$ cat src/rtl/insv_pkg.sv
package insv_pkg;
  typedef enum logic [2:0] {
    ST_IDLE,
    ST_RD_LO,
    ST_RD_HI,
    ST_WR_LO,
    ST_WR_HI,
    ST_FIN,
    ST_FLT
  } insv_state_t;
endpackage

$ cat src/rtl/insv_locate.sv
module insv_locate #(
  parameter int ADDR_W = 32,
  parameter int DATA_W = 32,
  parameter int POS_W  = 32,
  parameter int SIZE_W = 8,
  localparam int LANE_W = $clog2(DATA_W / 8),
  localparam int OFF_W  = $clog2(DATA_W),
  localparam int END_W  = OFF_W + 2
) (
  input  logic [ADDR_W-1:0] base,
  input  logic [POS_W-1:0]  pos,
  input  logic [SIZE_W-1:0] size,
  input  logic              regmode,
  output logic [ADDR_W-1:0] lw_addr,
  output logic [OFF_W-1:0]  offset,
  output logic              span2,
  output logic              zero_size,
  output logic              bad_size,
  output logic              bad_regpos
);
  logic signed [POS_W-1:0] pos_s;
  logic signed [POS_W-1:0] byte_step;
  logic [ADDR_W-1:0]       byte_addr;
  logic [OFF_W-1:0]        mem_off;
  logic [END_W-1:0]        end_bit;

  assign pos_s     = $signed(pos);
  assign byte_step = pos_s >>> 3;
  assign byte_addr = base + ADDR_W'(byte_step);
  assign lw_addr   = {byte_addr[ADDR_W-1:LANE_W], {LANE_W{1'b0}}};
  assign mem_off   = {byte_addr[LANE_W-1:0], pos[2:0]};
  assign offset    = regmode ? pos[OFF_W-1:0] : mem_off;

  // last bit touched, relative to the low longword
  assign end_bit    = END_W'(offset) + END_W'(size[OFF_W:0]) - END_W'(1);
  assign span2      = end_bit >= END_W'(DATA_W);
  assign zero_size  = (size == '0);
  assign bad_size   = size > SIZE_W'(DATA_W);
  assign bad_regpos = regmode && (pos >= POS_W'(DATA_W));
endmodule

$ cat src/rtl/insv_merge.sv
module insv_merge #(
  parameter int DATA_W = 32,
  localparam int OFF_W = $clog2(DATA_W),
  localparam int WIN_W = 2 * DATA_W
) (
  input  logic [DATA_W-1:0] old_lo,
  input  logic [DATA_W-1:0] old_hi,
  input  logic [DATA_W-1:0] src,
  input  logic [OFF_W-1:0]  offset,
  input  logic [OFF_W:0]    size_n,
  output logic [DATA_W-1:0] new_lo,
  output logic [DATA_W-1:0] new_hi
);
  logic [WIN_W-1:0] ones, mask, placed, window, merged;

  // a full-width field needs no special path: the window is twice as wide
  assign ones   = (WIN_W'(1) << size_n) - WIN_W'(1);
  assign mask   = ones << offset;
  assign placed = {{DATA_W{1'b0}}, src} << offset;
  assign window = {old_hi, old_lo};
  assign merged = (window & ~mask) | (placed & mask);
  assign new_lo = merged[DATA_W-1:0];
  assign new_hi = merged[WIN_W-1:DATA_W];
endmodule

$ cat src/rtl/insv_unit.sv
module insv_unit
  import insv_pkg::*;
#(
  parameter int ADDR_W = 32,
  parameter int DATA_W = 32,
  parameter int POS_W  = 32,
  parameter int SIZE_W = 8
) (
  input  logic              clk,
  input  logic              rst_n,
  input  logic              cmd_valid,
  output logic              cmd_ready,
  input  logic [DATA_W-1:0] cmd_src,
  input  logic [POS_W-1:0]  cmd_pos,
  input  logic [SIZE_W-1:0] cmd_size,
  input  logic [ADDR_W-1:0] cmd_base,
  input  logic              cmd_regmode,
  input  logic [DATA_W-1:0] cmd_reg_lo,
  input  logic [DATA_W-1:0] cmd_reg_hi,
  output logic              mem_req,
  output logic              mem_we,
  output logic [ADDR_W-1:0] mem_addr,
  output logic [DATA_W-1:0] mem_wdata,
  input  logic              mem_ack,
  input  logic [DATA_W-1:0] mem_rdata,
  output logic              done,
  output logic              fault,
  output logic              reg_we_lo,
  output logic              reg_we_hi,
  output logic [DATA_W-1:0] reg_lo_out,
  output logic [DATA_W-1:0] reg_hi_out
);
  localparam int OFF_W    = $clog2(DATA_W);
  localparam int LW_BYTES = DATA_W / 8;

  insv_state_t       st;
  logic [ADDR_W-1:0] addr_q;
  logic [OFF_W-1:0]  off_q;
  logic [OFF_W:0]    size_q;
  logic              span_q, regmode_q, active_q;
  logic [DATA_W-1:0] src_q, lo_q, hi_q;

  logic [ADDR_W-1:0] loc_addr;
  logic [OFF_W-1:0]  loc_off;
  logic              loc_span, loc_zero, loc_bad_size, loc_bad_pos;
  logic [DATA_W-1:0] new_lo, new_hi;
  logic              take, xfer;

  insv_locate #(
    .ADDR_W(ADDR_W), .DATA_W(DATA_W), .POS_W(POS_W), .SIZE_W(SIZE_W)
  ) u_locate (
    .base       (cmd_base),
    .pos        (cmd_pos),
    .size       (cmd_size),
    .regmode    (cmd_regmode),
    .lw_addr    (loc_addr),
    .offset     (loc_off),
    .span2      (loc_span),
    .zero_size  (loc_zero),
    .bad_size   (loc_bad_size),
    .bad_regpos (loc_bad_pos)
  );

  insv_merge #(.DATA_W(DATA_W)) u_merge (
    .old_lo (lo_q),
    .old_hi (hi_q),
    .src    (src_q),
    .offset (off_q),
    .size_n (size_q),
    .new_lo (new_lo),
    .new_hi (new_hi)
  );

  assign cmd_ready = (st == ST_IDLE);
  assign take      = cmd_valid && cmd_ready;
  assign mem_req   = (st == ST_RD_LO) || (st == ST_RD_HI) ||
                     (st == ST_WR_LO) || (st == ST_WR_HI);
  assign mem_we    = (st == ST_WR_LO) || (st == ST_WR_HI);
  assign mem_addr  = ((st == ST_RD_HI) || (st == ST_WR_HI)) ?
                     addr_q + ADDR_W'(LW_BYTES) : addr_q;
  assign mem_wdata = (st == ST_WR_HI) ? new_hi : new_lo;
  assign xfer      = mem_req && mem_ack;

  assign done       = (st == ST_FIN);
  assign fault      = (st == ST_FLT);
  assign reg_we_lo  = done && regmode_q && active_q;
  assign reg_we_hi  = reg_we_lo && span_q;
  assign reg_lo_out = new_lo;
  assign reg_hi_out = new_hi;

  always_ff @(posedge clk) begin
    if (!rst_n) begin
      st        <= ST_IDLE;
      addr_q    <= '0;
      off_q     <= '0;
      size_q    <= '0;
      span_q    <= 1'b0;
      regmode_q <= 1'b0;
      active_q  <= 1'b0;
      src_q     <= '0;
      lo_q      <= '0;
      hi_q      <= '0;
    end else begin
      unique case (st)
        ST_IDLE: begin
          if (take) begin
            addr_q    <= loc_addr;
            off_q     <= loc_off;
            size_q    <= cmd_size[OFF_W:0];
            span_q    <= loc_span;
            regmode_q <= cmd_regmode;
            src_q     <= cmd_src;
            lo_q      <= cmd_reg_lo;
            hi_q      <= cmd_reg_hi;
            active_q  <= 1'b0;
            if (loc_zero) begin
              st <= ST_FIN;
            end else if (loc_bad_size || loc_bad_pos) begin
              st <= ST_FLT;
            end else if (cmd_regmode) begin
              active_q <= 1'b1;
              st       <= ST_FIN;
            end else begin
              active_q <= 1'b1;
              hi_q     <= '0;
              st       <= ST_RD_LO;
            end
          end
        end
        ST_RD_LO: if (xfer) begin
          lo_q <= mem_rdata;
          st   <= span_q ? ST_RD_HI : ST_WR_LO;
        end
        ST_RD_HI: if (xfer) begin
          hi_q <= mem_rdata;
          st   <= ST_WR_LO;
        end
        ST_WR_LO: if (xfer) st <= span_q ? ST_WR_HI : ST_FIN;
        ST_WR_HI: if (xfer) st <= ST_FIN;
        ST_FIN:   st <= ST_IDLE;
        ST_FLT:   st <= ST_IDLE;
        default:  st <= ST_IDLE;
      endcase
    end
  end
endmodule

$ cat config.mk
export PLATFORM = sky130hd
export DESIGN_NAME = insv_unit
export DESIGN_NICKNAME = d
export VERILOG_FILES = /design/src/rtl/insv_pkg.sv /design/src/rtl/insv_locate.sv /design/src/rtl/insv_merge.sv /design/src/rtl/insv_unit.sv
export SDC_FILE = /design/constraint.sdc
export NUM_CORES = 1
export LEC_CHECK = 0
export BUFFER_PORTS_ARGS = -buffer_cell sky130_fd_sc_hd__buf_2
export CAP_MARGIN = 20
export CELL_PAD_IN_SITES_DETAIL_PLACEMENT = 1
export CELL_PAD_IN_SITES_GLOBAL_PLACEMENT = 1
export CORE_ASPECT_RATIO = 0.7
export CORE_UTILIZATION = 42
export CTS_BUF_LIST = sky130_fd_sc_hd__clkbuf_8
export DETAILED_ROUTE_END_ITERATION = 8
export PLACE_DENSITY_LB_ADDON = 0.1
export SYNTH_ARGS = -nofsm -noshare
export SYNTH_HDL_FRONTEND = slang
export SYNTH_SLANG_ARGS = --single-unit
$ cat constraint.sdc
create_clock -name clk -period 5.2 [get_ports clk]
set_input_delay 0.78 -clock clk [delete_from_list [all_inputs] [get_ports clk]]
set_output_delay 0.78 -clock clk [all_outputs]
set_load 0.01 [all_outputs]
==> impl_table.tex, run 1 <==
\begin{tabular}{lr}
\hline
Metric & Value \\
\hline
\multicolumn{2}{l}{\textbf{Critical path}} \\
\quad Critical Path Sink Type & output port \\
\quad Worst-case register-to-register setup slack & 2330 ps \\
\quad Startpoint types & register \\
\quad Combined buffer and inverter count along the critical path & 3 \\
\quad Largest delay contributor family on the critical path & multiplexers \\
\quad Critical Path AT & 4520 ps \\
\quad Cell with the largest stage delay on the worst path & mux4\_2 \\
\quad Required time worst endpoint & 4420 ps \\
\quad Worst r2r path cells & 8 \\
\quad RR Startpoint & st[0] \\
\quad Critical path peak fanout & 15 \\
\quad Capture point of the worst reg-to-reg path & lo\_q[12] \\
\quad Most frequent cell on the critical path & mux2\_4 \\
\quad Maximum single-stage delay on the critical path & 570 ps \\
\quad Cell Chain, Critical Path & or4\_4, nor3\_4, inv\_2, ha\_4, buf\_12, or3\_4, o22ai\_4, a21oi\_4, mux4\_2, mux2\_4, mux2\_4, a211o\_1, o41ai\_2, mux2\_4, buf\_6 \\
\quad Type of the worst setup path & register to output port \\
\multicolumn{2}{l}{\textbf{Logic synthesis}} \\
\quad YS warnings & 0 \\
\quad Mean Syn Cell Area & 7.47 sq um \\
\quad EDFF count, synth & 0 \\
\quad Simple-Gate Fraction of Synth Area & 0.229 \\
\quad Gate Count Post-Synth & 2,225 \\
\quad Fraction of registers with async set/reset & 0 \\
\quad Post-synthesis register bit count & 143 \\
\quad Post-Synthesis Cell Area & 16,600 sq um \\
\quad Complex-gate fraction of the synthesized area & 0.265 \\
\quad Portion of netlist area occupied by mux cells & 0.207 \\
\quad Seq/Total Area, Yosys & 0.172 \\
\quad Main combinational cell family by area after synthesis & compound AO/OA/AOI/OAI gates \\
\quad Post-Synth Adder-Cell Area & 0.0348 \\
\quad Most used flip-flop cell after synthesis & dfxtp\_1 \\
\quad Number of unique standard cell types used by synthesis & 92 \\
\quad Xor-xnor portion of the synthesized cell area & 0.0300 \\
\multicolumn{2}{l}{\textbf{Place}} \\
\quad Final RePlAce weighted congestion & 1.01 \\
\quad Number of port buffers & 337 \\
\quad Pre-CTS worst setup slack & 8.76 ps \\
\quad Hpwl dp & 62,900 um \\
\multicolumn{2}{l}{\textbf{Min path}} \\
\quad Min-delay worst type & register to register \\
\quad Endpoint of the worst hold path & addr\_q[21] \\
\quad Hold Path Cell Cnt & 2 \\
\quad Worst hold path startpoint & addr\_q[21] \\
\multicolumn{2}{l}{\textbf{Timing}} \\
\quad Max Fclk & 189 MHz \\
\quad Max-slew violations & 0 \\
\quad Headroom to the max-slew limit & 0.281 \\
\quad Worst Setup Slack, final & -95.3 ps \\
\quad Maximum clock skew at final layout & 27.9 ps \\
\quad Share of the clock period used by the worst path after layout & 1.02 \\
\quad Final count of hold timing violations & 0 \\
\quad Unrepaired setup endpoints after global routing & yes \\
\quad Final count of negative-setup-slack endpoints & 11 \\
\quad Final Critical Period & 5300 ps \\
\quad Slew @ Worst Pin & 1070 ps \\
\multicolumn{2}{l}{\textbf{Die}} \\
\quad Placement Rows & 60 \\
\quad Overall die area & 40,400 sq um \\
\quad Core area & 38,700 sq um \\
\quad Die X-Extent & 240 um \\
\quad Initial Utilization & 0.430 \\
\quad Die boundary height & 168 um \\
\quad IO Count & 340 \\
\multicolumn{2}{l}{\textbf{Clock tree}} \\
\quad Max clock buf depth & 2 \\
\quad Sinks on Clock Net & 143 \\
\quad Cell chosen for the clock root & clkbuf\_8 \\
\quad Clock tree from TritonCTS & yes \\
\quad Hold\_buf cts & 0 \\
\quad TritonCTS buffer count & 17 \\
\quad Clock transition at path regs & 110 ps \\
\quad Number of levels the H-tree was split into & 4 \\
\quad Clock latency on the worst-skew pair & 530 ps \\
\multicolumn{2}{l}{\textbf{Flow run}} \\
\quad Count of maximum capacitance violations & 0 \\
\multicolumn{2}{l}{\textbf{Drt}} \\
\quad Vias per cell & 6.39 \\
\quad Via count & 19,800 \\
\quad Drt wl/cell & 26.1 um \\
\quad Count of TritonRoute iterations in the first routing pass & 6 \\
\quad Post-route DRC violation count & 0 \\
\quad Post-DRT Antenna Nets & 0 \\
\quad Detailed router's first-iteration violation count & 2,024 \\
\quad Final wirelength & 80,900 um \\
\multicolumn{2}{l}{\textbf{Final layout}} \\
\quad Post-route core utilization & 0.540 \\
\quad Area Growth Syn to Fin & 25.8\% \\
\quad Fillers & 4,880 \\
\quad Commonest non-fill, non-tap cell in the layout & buf\_2 \\
\quad Number of nets in the layout & 2,802 \\
\quad Most frequent cells in the layout & buf\_2, nand2\_1, nor2\_1 \\
\quad Share of layout cells above drive strength 1 & 0.326 \\
\multicolumn{2}{l}{\textbf{Outcome}} \\
\quad Result of the run & finished, violations left \\
\quad Failing checks & negative setup slack \\
\multicolumn{2}{l}{\textbf{Global route}} \\
\quad Global-route wire length before repair & 120,000 um \\
\quad Largest net degree at the start of global routing & 108 \\
\quad Antenna violations before repair & 10 \\
\quad Remaining global-route overflow & 0 \\
\quad Vias in the first global route & 19,200 \\
\quad Tot GR Track Use & 0.391 \\
\multicolumn{2}{l}{\textbf{Power}} \\
\quad Worst IR Drop VDD & 0.396 mV \\
\quad Leakage power summed over all cells & 8.99 nW \\
\quad Power density cells & 486 nW/um\^{}2 \\
\hline
\end{tabular}
-- power breakdown --
group | internal (mW) | switching (mW)
logic | 3.09 | 4.37
registers | 1.34 | 0.362
clock network | 0.404 | 0.589
-- logic make-up (layout without fill, tap and decap cells) --
group,after synthesis,in the layout
fa+ha+maj,45,45
buf+inv,248,587
flops,143,143
simple gates,809,809
mux,284,284
compound gates,638,638
xor+xnor,57,57
other cells,1,7
-- state kept, by name, summed over array words and instances (netlist names) --
| signal | count |
|---|---|
| active_q | 1 |
| regmode_q | 1 |
| span_q | 1 |
| size_q | 6 |
| addr_q | 30 |
| off_q | 5 |
| lo_q | 32 |
| hi_q | 32 |
| src_q | 32 |
| st | 3 |
-- timing repair --
action / 4_1_cts / 5_1_grt
pin swaps: 25 / 15
cloned: 1 / 0
buffers inserted: 23 / 13
resized for setup: 132 / 94
setup endpoints to repair: 83 / 63
-- worst min-delay path: stages, from the launching register on --
cell and delay (ps):
dfxtp_1 320, nand2_1 50, a21boi_0 60
-- synth_stat cells (all sizes together), types with 6 or more instances --
master,number,area share
inv,55,0.012
o211ai,23,0.010
or3,7,0.0026
o21ai,151,0.045
mux2,82,0.056
mux4,39,0.053
and3,22,0.0083
nand2b,20,0.0075
and2,34,0.013
buf,69,0.021
o211a,40,0.024
xor2,15,0.0079
a21oi,112,0.034
a22oi,11,0.0050
nand2,320,0.072
a21o,24,0.011
nor2b,21,0.0079
a32oi,9,0.0047
nand3,71,0.021
o2111ai,9,0.0047
or2,6,0.0023
nor4,17,0.0072
nand4,13,0.0049
clkbuf,122,0.028
a211o,6,0.0032
a221oi,38,0.020
dfxtp,143,0.17
ha,43,0.032
mux2i,163,0.098
o22ai,21,0.0079
a211oi,30,0.014
o221ai,7,0.0037
a31oi,18,0.0068
o31ai,10,0.0048
nor2,182,0.041
nand3b,6,0.0027
nor3b,36,0.016
a21boi,48,0.022
a311oi,10,0.0053
xnor2,42,0.022
nor3,40,0.013
o21a,16,0.0072
-- per-layer routing --
layer | vias up | track usage | wire (um)
met5 | - | 0 | 51
met4 | 8 | 0.0895 | 1440
met3 | 106 | 0.0859 | 7850
met2 | 913 | 0.589 | 35500
met1 | 9866 | 0.562 | 36000
li1 | 8884 | - | -
-- metrics by stage --
step / setup TNS, ps / cell area, sq um / instances / power [mW] / hold slack [ps]
after global routing: -2480 / 20900 / 3096 / 10.6 / 514
after detailed placement: 0 / 19200 / 3024 / 8.07 / 474
after global placement: 0 / 19200 / 3024 / 7.93 / 451
after CTS: -593 / 20300 / 3079 / 9.57 / 477
after floorplan: 0 / 16600 / 2226 / 5.45 / 439
final: -446 / 20900 / 3097 / 10.2 / 476
-- final cells by class --
cell class | count | area [sq um] | share of cell area
multi-input cells | 1835 | 13700 | 0.654
repair buffers | 498 | 3060 | 0.146
flip-flops and latches | 143 | 2880 | 0.138
well taps | 527 | 659 | 0.0316
clock buffers | 17 | 234 | 0.0112
inverters | 57 | 218 | 0.0104
clock inverters | 15 | 175 | 0.00838
diodes | 5 | 12.5 | 0.000599
-- worst max path at each step --
stage                     cells past startpoint  slack, ps       endpoint      start
after floorplan                              17        380   mem_wdata[1]  size_q[0]
after global placement                       17         70  mem_wdata[17]  size_q[2]
final                                        15       -100  mem_wdata[19]  size_q[3]
after CTS                                    15        -70  mem_wdata[19]  size_q[3]
after global routing                         15       -170  mem_wdata[19]  size_q[2]
after detailed placement                     17          9   mem_wdata[5]  size_q[2]
Power figures use the tool's default switching activity.
==> run 2: changes to the inputs <==
- CORE_UTILIZATION: 42 -> 38
- clock period: 5.2 -> 4.4 ns (I/O delays scaled with it)
==> run 2 against run 1 <==
Net effect: the flow still finishes with violations (negative setup slack); first-iteration DRC count shrank 5.1%; worst setup slack lost 760 ps; combinational power increased by 49%; clock power is 21% higher; global-route usage down 1.2 points; critical path depth up 1; count of clock-buffer cells in the layout stayed put; clock skew increased by 3.6 ps; cell count is 7.7% higher.
==> impl_table.tex, run 2 (synthesis results as in run 1) <==
\begin{tabular}{lr}
\hline
Metric & Value \\
\hline
\multicolumn{2}{l}{\textbf{Timing}} \\
\quad Share of the clock period used by the worst path after layout & 1.19 \\
\quad Headroom to the max-slew limit & 0.211 (-0.0693) \\
\quad Setup TNS & -55,750 ps (-55,310 ps) \\
\quad Final count of hold timing violations & 0 (unchanged) \\
\quad Maximum clock skew at final layout & 31.5 ps (+3.59 ps) \\
\quad Max Fclk & 190 MHz \\
\quad Unrepaired setup endpoints after global routing & yes \\
\quad Final Critical Period & 5260 ps \\
\quad Slew @ Worst Pin & 1170 ps (+103 ps) \\
\quad Worst Setup Slack, final & -856 ps (-761 ps) \\
\quad Max-slew violations & 0 (unchanged) \\
\quad Fin Hold WS & 372 ps (-104 ps) \\
\quad Final count of negative-setup-slack endpoints & 93 (+82) \\
\multicolumn{2}{l}{\textbf{Die}} \\
\quad Die boundary height & 177 um (+5.1\%) \\
\quad Core area & 42,700 sq um (+11\%) \\
\quad IO Count & 340 (unchanged) \\
\quad Initial Utilization & 0.389 (-0.0409) \\
\quad Die X-Extent & 252 um (+5.1\%) \\
\quad Overall die area & 44,600 sq um (+10\%) \\
\quad Placement Rows & 63 (+5.0\%) \\
\multicolumn{2}{l}{\textbf{Critical path}} \\
\quad First element of the critical path & size\_q[2] \\
\quad Worst r2r path cells & 7 (-1) \\
\quad Startpoint types & register \\
\quad Capture point of the worst reg-to-reg path & hi\_q[0] \\
\quad Worst-case register-to-register setup slack & 1520 ps (-810 ps) \\
\quad Required time worst endpoint & 3740 ps (-680 ps) \\
\quad Capture point of the critical path & mem\_wdata[13] \\
\quad Type of the worst setup path & register to output port \\
\quad Critical Path AT & 4600 ps (+80 ps) \\
\quad RR Startpoint & st[2] \\
\quad Critical Path Sink Type & output port \\
\quad Critical path peak fanout & 7 (-8) \\
\multicolumn{2}{l}{\textbf{Drt}} \\
\quad Drt wl/cell & 26.3 um (+0.82\%) \\
\quad Detailed router's first-iteration violation count & 1,920 (-5.1\%) \\
\quad Vias per cell & 6.23 (-2.5\%) \\
\quad Post-DRT Antenna Nets & 0 (unchanged) \\
\quad Post-route DRC violation count & 0 (unchanged) \\
\quad Via count & 20,800 (+5.0\%) \\
\quad Final wirelength & 87,900 um (+8.6\%) \\
\quad Count of TritonRoute iterations in the first routing pass & 8 (+2) \\
\multicolumn{2}{l}{\textbf{Clock tree}} \\
\quad TritonCTS buffer count & 17 (unchanged) \\
\quad Clock transition at path regs & 120 ps (about the same) \\
\quad Max clock buf depth & 2 (unchanged) \\
\quad Clock tree from TritonCTS & yes \\
\quad Clock latency on the worst-skew pair & 520 ps (about the same) \\
\quad Cell chosen for the clock root & clkbuf\_8 \\
\quad Sinks on Clock Net & 143 (unchanged) \\
\quad Number of levels the H-tree was split into & 4 (unchanged) \\
\multicolumn{2}{l}{\textbf{Place}} \\
\quad Number of port buffers & 337 (unchanged) \\
\quad Post-place instance area & 20,600 sq um (+7.5\%) \\
\quad Hpwl dp & 66,600 um (+5.9\%) \\
\quad Final RePlAce weighted congestion & 1.01 (about the same) \\
\multicolumn{2}{l}{\textbf{Power}} \\
\quad Clock network fraction of total power & 0.084 (-0.014) \\
\quad Worst IR Drop VDD & 0.367 mV (-7.3\%) \\
\quad Leakage power summed over all cells & 10.2 nW (+14\%) \\
\quad Switch share & 0.500 (-0.0242) \\
\quad Int Power & 7.16 mW (+48\%) \\
\quad Switching pwr & 7.15 mW (+35\%) \\
\quad Power share of the combinational group & 0.772 (+0.038) \\
\quad Sequential power share & 0.144 (-0.024) \\
\quad Power density cells & 605 nW/um\^{}2 (+25\%) \\
\multicolumn{2}{l}{\textbf{Global route}} \\
\quad Tot GR Track Use & 0.379 (-0.0120) \\
\quad Largest net degree at the start of global routing & 98 (-9.3\%) \\
\quad Vias in the first global route & 20,000 (+4.3\%) \\
\quad Antenna violations before repair & 7 (-3) \\
\quad Global-route wire length before repair & 128,000 um (+6.2\%) \\
\quad Remaining global-route overflow & 0 (unchanged) \\
\multicolumn{2}{l}{\textbf{Min path}} \\
\quad Min-delay worst type & input pin to register \\
\multicolumn{2}{l}{\textbf{Outcome}} \\
\quad Failing checks & negative setup slack \\
\quad Result of the run & finished, violations left \\
\multicolumn{2}{l}{\textbf{Final layout}} \\
\quad Post-route cell area & 23,700 sq um (+13\%) \\
\quad Commonest non-fill, non-tap cell in the layout & nand2\_1 \\
\quad Number of nets in the layout & 2,984 (+6.5\%) \\
\quad Post-route core utilization & 0.554 (+0.0133) \\
\quad Share of layout cells above drive strength 1 & 0.403 (+0.0771) \\
\quad Area Growth Syn to Fin & 42.4\% \\
\quad Most frequent cells in the layout & nand2\_1, buf\_2, buf\_4 \\
\quad Largest registers in the final layout & hi\_q: 32 flops, lo\_q: 32 flops, src\_q: 32 flops \\
\multicolumn{2}{l}{\textbf{Flow run}} \\
\quad Count of maximum capacitance violations & 0 (unchanged) \\
\hline
\end{tabular}
## run 2: per-stage QoR
step	std cells	setup WS [ps]	total power [mW]
6_report	3337	-856	14.3
2_1_floorplan	2226	11.8	6.50
5_1_grt	3334	-963	14.9
3_3_place_gp	3249	-607	10.4
3_5_place_dp	3249	-621	10.6
4_1_cts	3314	-719	13.2
## run 2: worst min path at each step
stage | start | end | slack [ps] | cells after the start
floorplan | regmode_q | regmode_q | 440 | 2
global placement | regmode_q | regmode_q | 450 | 2
detailed placement | regmode_q | regmode_q | 470 | 2
CTS | cmd_src[26] | src_q[26] | 330 | 3
global route | cmd_src[29] | src_q[29] | 370 | 3
finish | cmd_src[26] | src_q[26] | 370 | 3
## run 2: final cells by class
type	count	area, sq um
Fill cell	5250	19100
Multi-Input combinational cell	1835	14500
Timing Repair Buffer	680	4920
Sequential cell	143	2880
Tap cell	585	732
Clock buffer	17	234
Inverter	57	219
Clock inverter	15	185
Antenna cell	5	12.5
## run 2: routing by layer
metal,wire (um),vias up,global-route usage
li1,-,9253,-
met3,9050,121,0.107
met2,38700,949,0.573
met4,1540,2,0.0828
met5,13,-,0
met1,38500,10400,0.531
## run 2: power by group through the flow
stage | Clock [mW] | Combinational [mW] | Sequential (mW)
2_1_floorplan | 0 | 4.72 | 1.78
3_3_place_gp | 0 | 8.41 | 2.01
3_5_place_dp | 0 | 8.52 | 2.03
4_1_cts | 1.22 | 9.94 | 2.01
5_1_grt | 1.26 | 11.5 | 2.08
6_report | 1.20 | 11.1 | 2.05
## run 2: worst max-delay path: stages (launching register included)
cell and delay, ps:
dfxtp_2 340, or4_4 550, nor3_4 200, inv_2 80, ha_4 210, buf_4 140, buf_6 130, o31ai_2 100
xnor2_1 180, mux2i_1 490, mux2i_1 150, mux4_2 630, nor2_4 180, a2111oi_4 50, a311oi_2 360, buf_4 190
buf_6 90
## run 2: what timing repair did
item                                    4_1_cts  5_1_grt
resized for setup                           325      158
endpoints found under the setup margin       93       92
buffers inserted                             39       26
hold buffers                                  0        0
pin swaps                                    68       61
cloned                                        2        0
